## config.mk

```make
export PLATFORM = sky130hd
export DESIGN_NAME = vi_entry_seq
export DESIGN_NICKNAME = d
export VERILOG_FILES = /design/src/rtl/vi_pkg.sv /design/src/rtl/vi_rst_sync.sv /design/src/rtl/vi_frame_sel.sv /design/src/rtl/vi_addr_gen.sv /design/src/rtl/vi_mem_if.sv /design/src/rtl/vi_entry_seq.sv
export SDC_FILE = /design/constraint.sdc
export NUM_CORES = 1
export LEC_CHECK = 0
export ABC_AREA = 1
export BUFFER_PORTS_ARGS = -buffer_cell sky130_fd_sc_hd__buf_2
export CAP_MARGIN = 15
export CORE_MARGIN = 8
export CORE_UTILIZATION = 61
export DETAILED_ROUTE_END_ITERATION = 12
export PLACE_DENSITY_LB_ADDON = 0.1
export SLEW_MARGIN = 5
export SYNTH_ARGS = -nofsm -noshare
export SYNTH_HDL_FRONTEND = slang
export SYNTH_SLANG_ARGS = --single-unit
```

## constraint.sdc

```tcl
create_clock -name clk -period 14.81 [get_ports clk]
set_input_delay 2.2215 -clock clk [delete_from_list [all_inputs] [get_ports clk]]
set_output_delay 2.2215 -clock clk [all_outputs]
set_load 0.01 [all_outputs]
```

## src/rtl/vi_pkg.sv

```systemverilog
package vi_pkg;
  localparam int ADDR_W = 24;
  localparam int BYTE_W = 8;

  typedef enum logic [1:0] {
    ST_IDLE = 2'd0,
    ST_PUSH = 2'd1,
    ST_RDLO = 2'd2,
    ST_RDHI = 2'd3
  } vi_state_e;
endpackage

```

## src/rtl/vi_rst_sync.sv

```systemverilog
module vi_rst_sync (
  input  logic clk,
  input  logic rst_n,
  output logic rst_sync_n
);
  logic stage_q;

  always_ff @(posedge clk or negedge rst_n) begin
    if (!rst_n) begin
      stage_q    <= 1'b0;
      rst_sync_n <= 1'b0;
    end else begin
      stage_q    <= 1'b1;
      rst_sync_n <= stage_q;
    end
  end
endmodule

```

## src/rtl/vi_frame_sel.sv

```systemverilog
module vi_frame_sel #(
  parameter int AW = 24,
  parameter int DW = 8,
  parameter int IW = 2
) (
  input  logic          long_mode_i,
  input  logic [AW-1:0] pc_i,
  input  logic [IW-1:0] slot_i,
  output logic [DW-1:0] byte_o
);
  localparam int NS = AW / DW;

  logic [DW-1:0] long_slot  [NS];
  logic [DW-1:0] short_slot [NS];

  // Slot 0 is written first (highest address); the short frame ends with a zero marker.
  for (genvar g = 0; g < NS; g++) begin : g_slot
    assign long_slot[g] = pc_i[AW-1-g*DW -: DW];
    if (g < NS - 1) begin : g_pc
      assign short_slot[g] = pc_i[AW-DW-1-g*DW -: DW];
    end else begin : g_mark
      assign short_slot[g] = '0;
    end
  end

  always_comb begin
    byte_o = '0;
    for (int k = 0; k < NS; k++) begin
      if (slot_i == IW'(k)) byte_o = long_mode_i ? long_slot[k] : short_slot[k];
    end
  end
endmodule

```

## src/rtl/vi_addr_gen.sv

```systemverilog
module vi_addr_gen #(
  parameter int AW = 24,
  parameter int DW = 8,
  parameter int IW = 2
) (
  input  logic [AW-1:0] sp_i,
  input  logic [IW-1:0] slot_i,
  input  logic [DW-1:0] page_i,
  input  logic [DW-1:0] vect_i,
  input  logic          hi_sel_i,
  output logic [AW-1:0] push_addr_o,
  output logic [AW-1:0] tbl_addr_o,
  output logic [AW-1:0] new_sp_o
);
  localparam int NS   = AW / DW;
  localparam int PADW = AW - 2 * DW;

  logic [AW-1:0] tbl_base;

  assign tbl_base    = {{PADW{1'b0}}, page_i, vect_i};
  assign push_addr_o = sp_i - AW'(slot_i) - AW'(1);
  assign tbl_addr_o  = tbl_base + AW'(hi_sel_i);
  assign new_sp_o    = sp_i - AW'(NS);
endmodule

```

## src/rtl/vi_mem_if.sv

```systemverilog
module vi_mem_if #(
  parameter int AW = 24,
  parameter int DW = 8
) (
  input  logic          clk,
  input  logic          rst_n,
  input  logic          issue_i,
  input  logic          drop_i,
  input  logic          we_i,
  input  logic [AW-1:0] addr_i,
  input  logic [DW-1:0] wdata_i,
  input  logic          ack_i,
  output logic          req_o,
  output logic          we_o,
  output logic [AW-1:0] addr_o,
  output logic [DW-1:0] wdata_o
);
  logic          req_d, we_d;
  logic [AW-1:0] addr_d;
  logic [DW-1:0] wdata_d;

  always_comb begin
    req_d   = req_o;
    we_d    = we_o;
    addr_d  = addr_o;
    wdata_d = wdata_o;
    if (issue_i) begin
      req_d   = 1'b1;
      we_d    = we_i;
      addr_d  = addr_i;
      wdata_d = wdata_i;
    end else if (drop_i) begin
      req_d = 1'b0;
    end
  end

  always_ff @(posedge clk or negedge rst_n) begin
    if (!rst_n) begin
      req_o   <= 1'b0;
      we_o    <= 1'b0;
      addr_o  <= '0;
      wdata_o <= '0;
    end else if (issue_i || drop_i) begin
      req_o   <= req_d;
      we_o    <= we_d;
      addr_o  <= addr_d;
      wdata_o <= wdata_d;
    end
  end

  // a pending access keeps all its fields until acknowledged
  a_r7_hold_until_ack: assert property (@(posedge clk) disable iff (!rst_n)
    (req_o && !ack_i) |=> (req_o && $stable(addr_o) && $stable(we_o) && $stable(wdata_o)));
endmodule

```

## src/rtl/vi_entry_seq.sv

```systemverilog
module vi_entry_seq import vi_pkg::*; #(
  parameter int AW = ADDR_W,
  parameter int DW = BYTE_W
) (
  input  logic          clk,
  input  logic          rst_n,
  input  logic          start_i,
  input  logic          adl_i,
  input  logic          ief1_i,
  input  logic          ief2_i,
  input  logic [AW-1:0] pc_i,
  input  logic [AW-1:0] sp_i,
  input  logic [DW-1:0] page_i,
  input  logic [DW-1:0] vect_i,
  output logic          mem_req_o,
  output logic          mem_we_o,
  output logic [AW-1:0] mem_addr_o,
  output logic [DW-1:0] mem_wdata_o,
  input  logic [DW-1:0] mem_rdata_i,
  input  logic          mem_ack_i,
  output logic          done_o,
  output logic [AW-1:0] pc_o,
  output logic [AW-1:0] sp_o,
  output logic          adl_o,
  output logic          ief1_o,
  output logic          ief2_o
);
  localparam int NS   = AW / DW;
  localparam int IW   = $clog2(NS);
  localparam int PADW = AW - 2 * DW;

  logic rst_s_n;

  vi_rst_sync u_rst (.clk(clk), .rst_n(rst_n), .rst_sync_n(rst_s_n));

  vi_state_e     st_q, st_d;
  logic [IW-1:0] idx_q, idx_d, req_idx;
  logic          cap_en, lo_en, commit, issue, drop, tbl_sel, hi_sel;

  logic [AW-1:0] pc_c, sp_c;
  logic          adl_c;
  logic [DW-1:0] page_c, vect_c, lo_q;

  logic [AW-1:0] src_pc, src_sp;
  logic          src_adl;
  logic [DW-1:0] frame_byte;
  logic [AW-1:0] push_addr, tbl_addr, new_sp;
  logic [AW-1:0] n_addr;
  logic [DW-1:0] n_wdata;
  logic          n_we;
  logic [1:0]    flag_d;

  // In the accept cycle the first write is built straight from the inputs.
  assign src_pc  = (st_q == ST_IDLE) ? pc_i  : pc_c;
  assign src_sp  = (st_q == ST_IDLE) ? sp_i  : sp_c;
  assign src_adl = (st_q == ST_IDLE) ? adl_i : adl_c;
  assign req_idx = (st_q == ST_IDLE) ? '0 : IW'(idx_q + 1'b1);

  vi_frame_sel #(.AW(AW), .DW(DW), .IW(IW)) u_frame (
    .long_mode_i(src_adl),
    .pc_i       (src_pc),
    .slot_i     (req_idx),
    .byte_o     (frame_byte)
  );

  vi_addr_gen #(.AW(AW), .DW(DW), .IW(IW)) u_addr (
    .sp_i       (src_sp),
    .slot_i     (req_idx),
    .page_i     (page_c),
    .vect_i     (vect_c),
    .hi_sel_i   (hi_sel),
    .push_addr_o(push_addr),
    .tbl_addr_o (tbl_addr),
    .new_sp_o   (new_sp)
  );

  always_comb begin
    st_d    = st_q;
    idx_d   = idx_q;
    cap_en  = 1'b0;
    lo_en   = 1'b0;
    commit  = 1'b0;
    issue   = 1'b0;
    drop    = 1'b0;
    tbl_sel = 1'b0;
    hi_sel  = 1'b0;
    case (st_q)
      ST_IDLE: begin
        if (start_i) begin
          st_d   = ST_PUSH;
          idx_d  = '0;
          cap_en = 1'b1;
          issue  = 1'b1;
        end
      end
      ST_PUSH: begin
        if (mem_ack_i) begin
          issue = 1'b1;
          if (idx_q == IW'(NS - 1)) begin
            st_d    = ST_RDLO;
            tbl_sel = 1'b1;
          end else begin
            idx_d = IW'(idx_q + 1'b1);
          end
        end
      end
      ST_RDLO: begin
        if (mem_ack_i) begin
          lo_en   = 1'b1;
          issue   = 1'b1;
          tbl_sel = 1'b1;
          hi_sel  = 1'b1;
          st_d    = ST_RDHI;
        end
      end
      ST_RDHI: begin
        if (mem_ack_i) begin
          drop   = 1'b1;
          commit = 1'b1;
          st_d   = ST_IDLE;
        end
      end
      default: st_d = ST_IDLE;
    endcase
  end

  assign n_addr  = tbl_sel ? tbl_addr : push_addr;
  assign n_we    = !tbl_sel;
  assign n_wdata = tbl_sel ? '0 : frame_byte;
  assign flag_d  = ((st_q == ST_IDLE) && !start_i) ? {ief1_i, ief2_i} : 2'b00;

  vi_mem_if #(.AW(AW), .DW(DW)) u_mem (
    .clk    (clk),
    .rst_n  (rst_s_n),
    .issue_i(issue),
    .drop_i (drop),
    .we_i   (n_we),
    .addr_i (n_addr),
    .wdata_i(n_wdata),
    .ack_i  (mem_ack_i),
    .req_o  (mem_req_o),
    .we_o   (mem_we_o),
    .addr_o (mem_addr_o),
    .wdata_o(mem_wdata_o)
  );

  always_ff @(posedge clk or negedge rst_s_n) begin
    if (!rst_s_n) begin
      st_q  <= ST_IDLE;
      idx_q <= '0;
    end else begin
      st_q  <= st_d;
      idx_q <= idx_d;
    end
  end

  always_ff @(posedge clk or negedge rst_s_n) begin
    if (!rst_s_n) begin
      pc_c   <= '0;
      sp_c   <= '0;
      adl_c  <= 1'b0;
      page_c <= '0;
      vect_c <= '0;
    end else if (cap_en) begin
      pc_c   <= pc_i;
      sp_c   <= sp_i;
      adl_c  <= adl_i;
      page_c <= page_i;
      vect_c <= vect_i;
    end
  end

  always_ff @(posedge clk or negedge rst_s_n) begin
    if (!rst_s_n) lo_q <= '0;
    else if (lo_en) lo_q <= mem_rdata_i;
  end

  always_ff @(posedge clk or negedge rst_s_n) begin
    if (!rst_s_n) begin
      pc_o  <= '0;
      sp_o  <= '0;
      adl_o <= 1'b0;
    end else if (commit) begin
      pc_o  <= {{PADW{1'b0}}, mem_rdata_i, lo_q};
      sp_o  <= new_sp;
      adl_o <= 1'b1;
    end
  end

  always_ff @(posedge clk or negedge rst_s_n) begin
    if (!rst_s_n) begin
      ief1_o <= 1'b0;
      ief2_o <= 1'b0;
      done_o <= 1'b0;
    end else begin
      {ief1_o, ief2_o} <= flag_d;
      done_o           <= commit;
    end
  end

  // completion is a single-cycle pulse
  a_r8_done_single: assert property (@(posedge clk) disable iff (!rst_s_n)
    done_o |=> !done_o);
  // flags stay cleared while an entry is in progress
  a_r6_flags_low_busy: assert property (@(posedge clk) disable iff (!rst_s_n)
    (st_q != ST_IDLE) |-> (!ief1_o && !ief2_o));
  // every completed entry leaves 24-bit mode selected
  a_r5_mode_long: assert property (@(posedge clk) disable iff (!rst_s_n)
    done_o |-> adl_o);
  // no request is outstanding while idle
  a_r1_idle_no_req: assert property (@(posedge clk) disable iff (!rst_s_n)
    (st_q == ST_IDLE) |-> !mem_req_o);
  // committed state moves only on the final acknowledge
  a_r9_no_early_commit: assert property (@(posedge clk) disable iff (!rst_s_n)
    ((st_q != ST_RDHI) || !mem_ack_i) |=> ($stable(pc_o) && $stable(sp_o)));
  // the high table byte is fetched from the address after the low one
  a_r4_table_step: assert property (@(posedge clk) disable iff (!rst_s_n)
    ((st_q == ST_RDLO) && mem_ack_i) |=> (mem_addr_o == $past(mem_addr_o) + AW'(1)));
endmodule

```

==> results.ini <==
[clock_network]
postCtsSetupBuffers=0
cts_hold_buf=0
cts_repair_resize_count=0
cts_tree=built
clkLatencyLatePin_ns=0.44
max-clock-path-buffers=2
cts_made_buffers=17
htree_num_levels=4
clk_transition_reported_paths_ns=0.07
clock-sinks=157
cts_root_buffer_type=sky130_fd_sc_hd__clkbuf_16

[worst_setup_path]
worst_setup_path_start_kind=input pin
worst_ep_arrival_time_ns=4.27
worstRegToRegCells=12
criticalPathCategory=input pin to flip-flop
worstPathMaxFanout=17
rr_startpoint=st_q[0]$_DFFE_PN0P_
regToRegSetupSlack_ns=11.27
worst_setup_path_end_kind=flip-flop
cp_data_required_time_ns=15.16
worstReg2RegEnd=u_mem.addr_o[15]$_DFFE_PN0P_

[sta]
achievable-frequency_ghz=0.2550
min_period_ns=3.922
timing.slew.headroom=0.2307
fin_crit_sh=0.2648
fin_tns_setup_ns=0
final_max_slew_viol_count=0
grt_setup_unrepaired=false
timing_worst_slew_pin_value_ns=1.153
timing_hold_violations_final=0
timing.clock.skew_ns=0.007476
setup_viol=0

[drt]
drcViolationCount=0
drt_iter0_drc=671
vias=8523
detail_route.vias_per_cell=5.398
drt_pre_antenna_iters=5
routed_wire_length_per_instance_microns=15.64
antenna_left=0
detail_route.wirelength_mm=24.70

[place]
gp_routability_congestion=0.9394
detailed_place_hpwl_mm=17.78
numPlacedInstances=1546
io_buffer_count=156

[layout]
multi_input_area_sq_mm=0.004322
fin_nets=1472
final.fill_count=1257
area.growth.synth_to_final_pct=15.34
seq_area_sq_mm=0.003933
layout-drive-gt1-share=0.2123
finish.cell_count_without_fillers=1579

[logic_synthesis]
synth_top_cells_by_count=sky130_fd_sc_hd__nand2_1, sky130_fd_sc_hd__dfrtp_1, sky130_fd_sc_hd__inv_1, sky130_fd_sc_hd__nor2_1, sky130_fd_sc_hd__o21ai_0
post-synth-top-area-cell=sky130_fd_sc_hd__dfrtp_1
postSynth.topFlopCell=sky130_fd_sc_hd__dfrtp_1
synth_compound_gate_area_share=0.1195
seq_area_frac_synth=0.4343
combinational_family_with_the_most_area_after_synthesis=simple AND/OR/NAND/NOR gates
yosysMostFrequentCell=sky130_fd_sc_hd__nand2_1
yosys-mux-area-fraction=0.01494
synth_area_per_cell_sq_um=7.243
synth_async_sr_flop_share=1.000
synth_top_area_share=0.4343
synth.cell_area_sq_mm=0.009046
synthXorXnorAreaFrac=0.003873
yosysUniqueCellTypes=37
synth_area_leaders=sky130_fd_sc_hd__dfrtp_1, sky130_fd_sc_hd__nand2_1, sky130_fd_sc_hd__o21ai_0
synth_enable_flop_cells=0
synth-seq-cells=157
netlist_instances=1249
synth_adder_area_share=0.01743
yosysWarningCount=0
yosys.area_share.simple=0.3160

[floorplanning]
core_area_sq_mm=0.01453
die_width_microns=137.8
num_rows=44
die-height_microns=137.8
design.die.area_sq_mm=0.01898
ioPinCount=165
floorplan.initialDensity=0.6224

[global_routing]
wire_length_of_the_first_global_routing_pass_mm=39.46
gr-usage-all-layers=0.2661
overflow=0
antenna_found_initial=0
grt_pass1_vias=8031
grt_max_degree=99

[pwr]
power_density_mw_per_mm2=252.6
power.static_leakage_nw=5.548
design_power_total_mw=2.635
peakVddDrop_v=0.0002565

[run]
max_cap_viol_count=0

[worst_hold_path]
worst_hold_path_type=flip-flop to async pin

[run_status]
status=completed

==> logic make-up after synthesis <==
| family | Yosys count |
|---|---|
| DFF | 157 |
| xor gates and xnor gates | 4 |
| and+or+nand+nor | 661 |
| muxes | 12 |
| buffers and inverters | 192 |
| adders and majority gates | 12 |
| AOI/OAI and AO/OA | 209 |
| other | 2 |
==> placed cells by master, fill, tap and decap left out, drive strengths merged, types with 4 or more instances in the layout <==
master / count
nand4: 5
conb: 9
dfrtp: 157
mux2: 12
nand3: 69
nor2: 134
a31oi: 7
buf: 161
or2: 4
nor3: 7
clkinv: 5
xor2: 4
inv: 143
a21oi: 68
nand2: 442
clkbuf: 17
o21ai: 129
ha: 11
==> metrics by stage <==
step / utilization / hold slack, ns / worst slack [ns] / cell area (sq um)
floorplan: - / 0.3312 / 10.11 / 9072
global placement: 0.6760 / 0.3093 / 10.63 / 9824
detailed placement: 0.6760 / 0.3057 / 10.62 / 9824
CTS: 0.7177 / 0.3167 / 10.97 / 10430
global route: 0.7177 / 0.3467 / 10.68 / 10430
finish: 0.7179 / 0.2888 / 10.89 / 10430
==> layer usage <==
metal  track usage  vias up  share of wire
li1              -     4188              -
met1        0.3491     3976           0.43
met2        0.4303      311           0.47
met3       0.05762       48          0.077
met4       0.08657        0          0.021
met5             0        -              0
==> flip-flops by register name, summed over array words and instances, names as in the netlist <==
register / cells
pc_c: 24
sp_c: 24
sp_o: 24
u_mem.addr_o: 24
pc_o: 16
lo_q: 8
page_c: 8
u_mem.wdata_o: 8
vect_c: 8
idx_q: 2
st_q: 2
adl_c: 1
adl_o: 1
done_o: 1
ief1_o: 1
ief2_o: 1
u_mem.req_o: 1
u_mem.we_o: 1
u_rst.rst_sync_n: 1
u_rst.stage_q: 1
==> worst max path at each step <==
| stage | start | to |
|---|---|---|
| after floorplan | u_rst.rst_sync_n$_DFF_PN0_ | adl_c$_DFFE_PN0P_ |
| after global placement | start_i | u_mem.addr_o[15]$_DFFE_PN0P_ |
| after detailed placement | start_i | u_mem.addr_o[15]$_DFFE_PN0P_ |
| after CTS | mem_ack_i | u_mem.addr_o[4]$_DFFE_PN0P_ |
| after global routing | mem_ack_i | u_mem.addr_o[4]$_DFFE_PN0P_ |
| final | mem_ack_i | u_mem.addr_o[4]$_DFFE_PN0P_ |
==> layout make-up <==
type	instances	area share
Tap cell	184	0.02206
Clock inverter	15	0.01739
Clock buffer	17	0.04077
Multi-Input combinational cell	907	0.4142
Timing Repair Buffer	161	0.07843
Inverter	137	0.05001
Sequential cell	157	0.3769
Antenna cell	1	0.0002398
==> worst max-delay path, cell delays in order <==
cell and delay [ns]:
sky130_fd_sc_hd__buf_2 0.13, sky130_fd_sc_hd__nand2_1 0.37, sky130_fd_sc_hd__inv_1 0.16, sky130_fd_sc_hd__ha_1 0.18, sky130_fd_sc_hd__ha_1 0.19, sky130_fd_sc_hd__nand2_1 0.10
sky130_fd_sc_hd__nor2_1 0.34, sky130_fd_sc_hd__o21ai_0 0.17, sky130_fd_sc_hd__a21oi_1 0.22, sky130_fd_sc_hd__a21oi_1 0.06, sky130_fd_sc_hd__o21ai_0 0.15
==> report_power, final <==
part           internal, mW  switching, mW
registers             0.628          0.124
logic                 0.455          0.975
clock network         0.255          0.198
total                  1.34           1.30
Note: power is estimated with default switching activity, not from simulation.
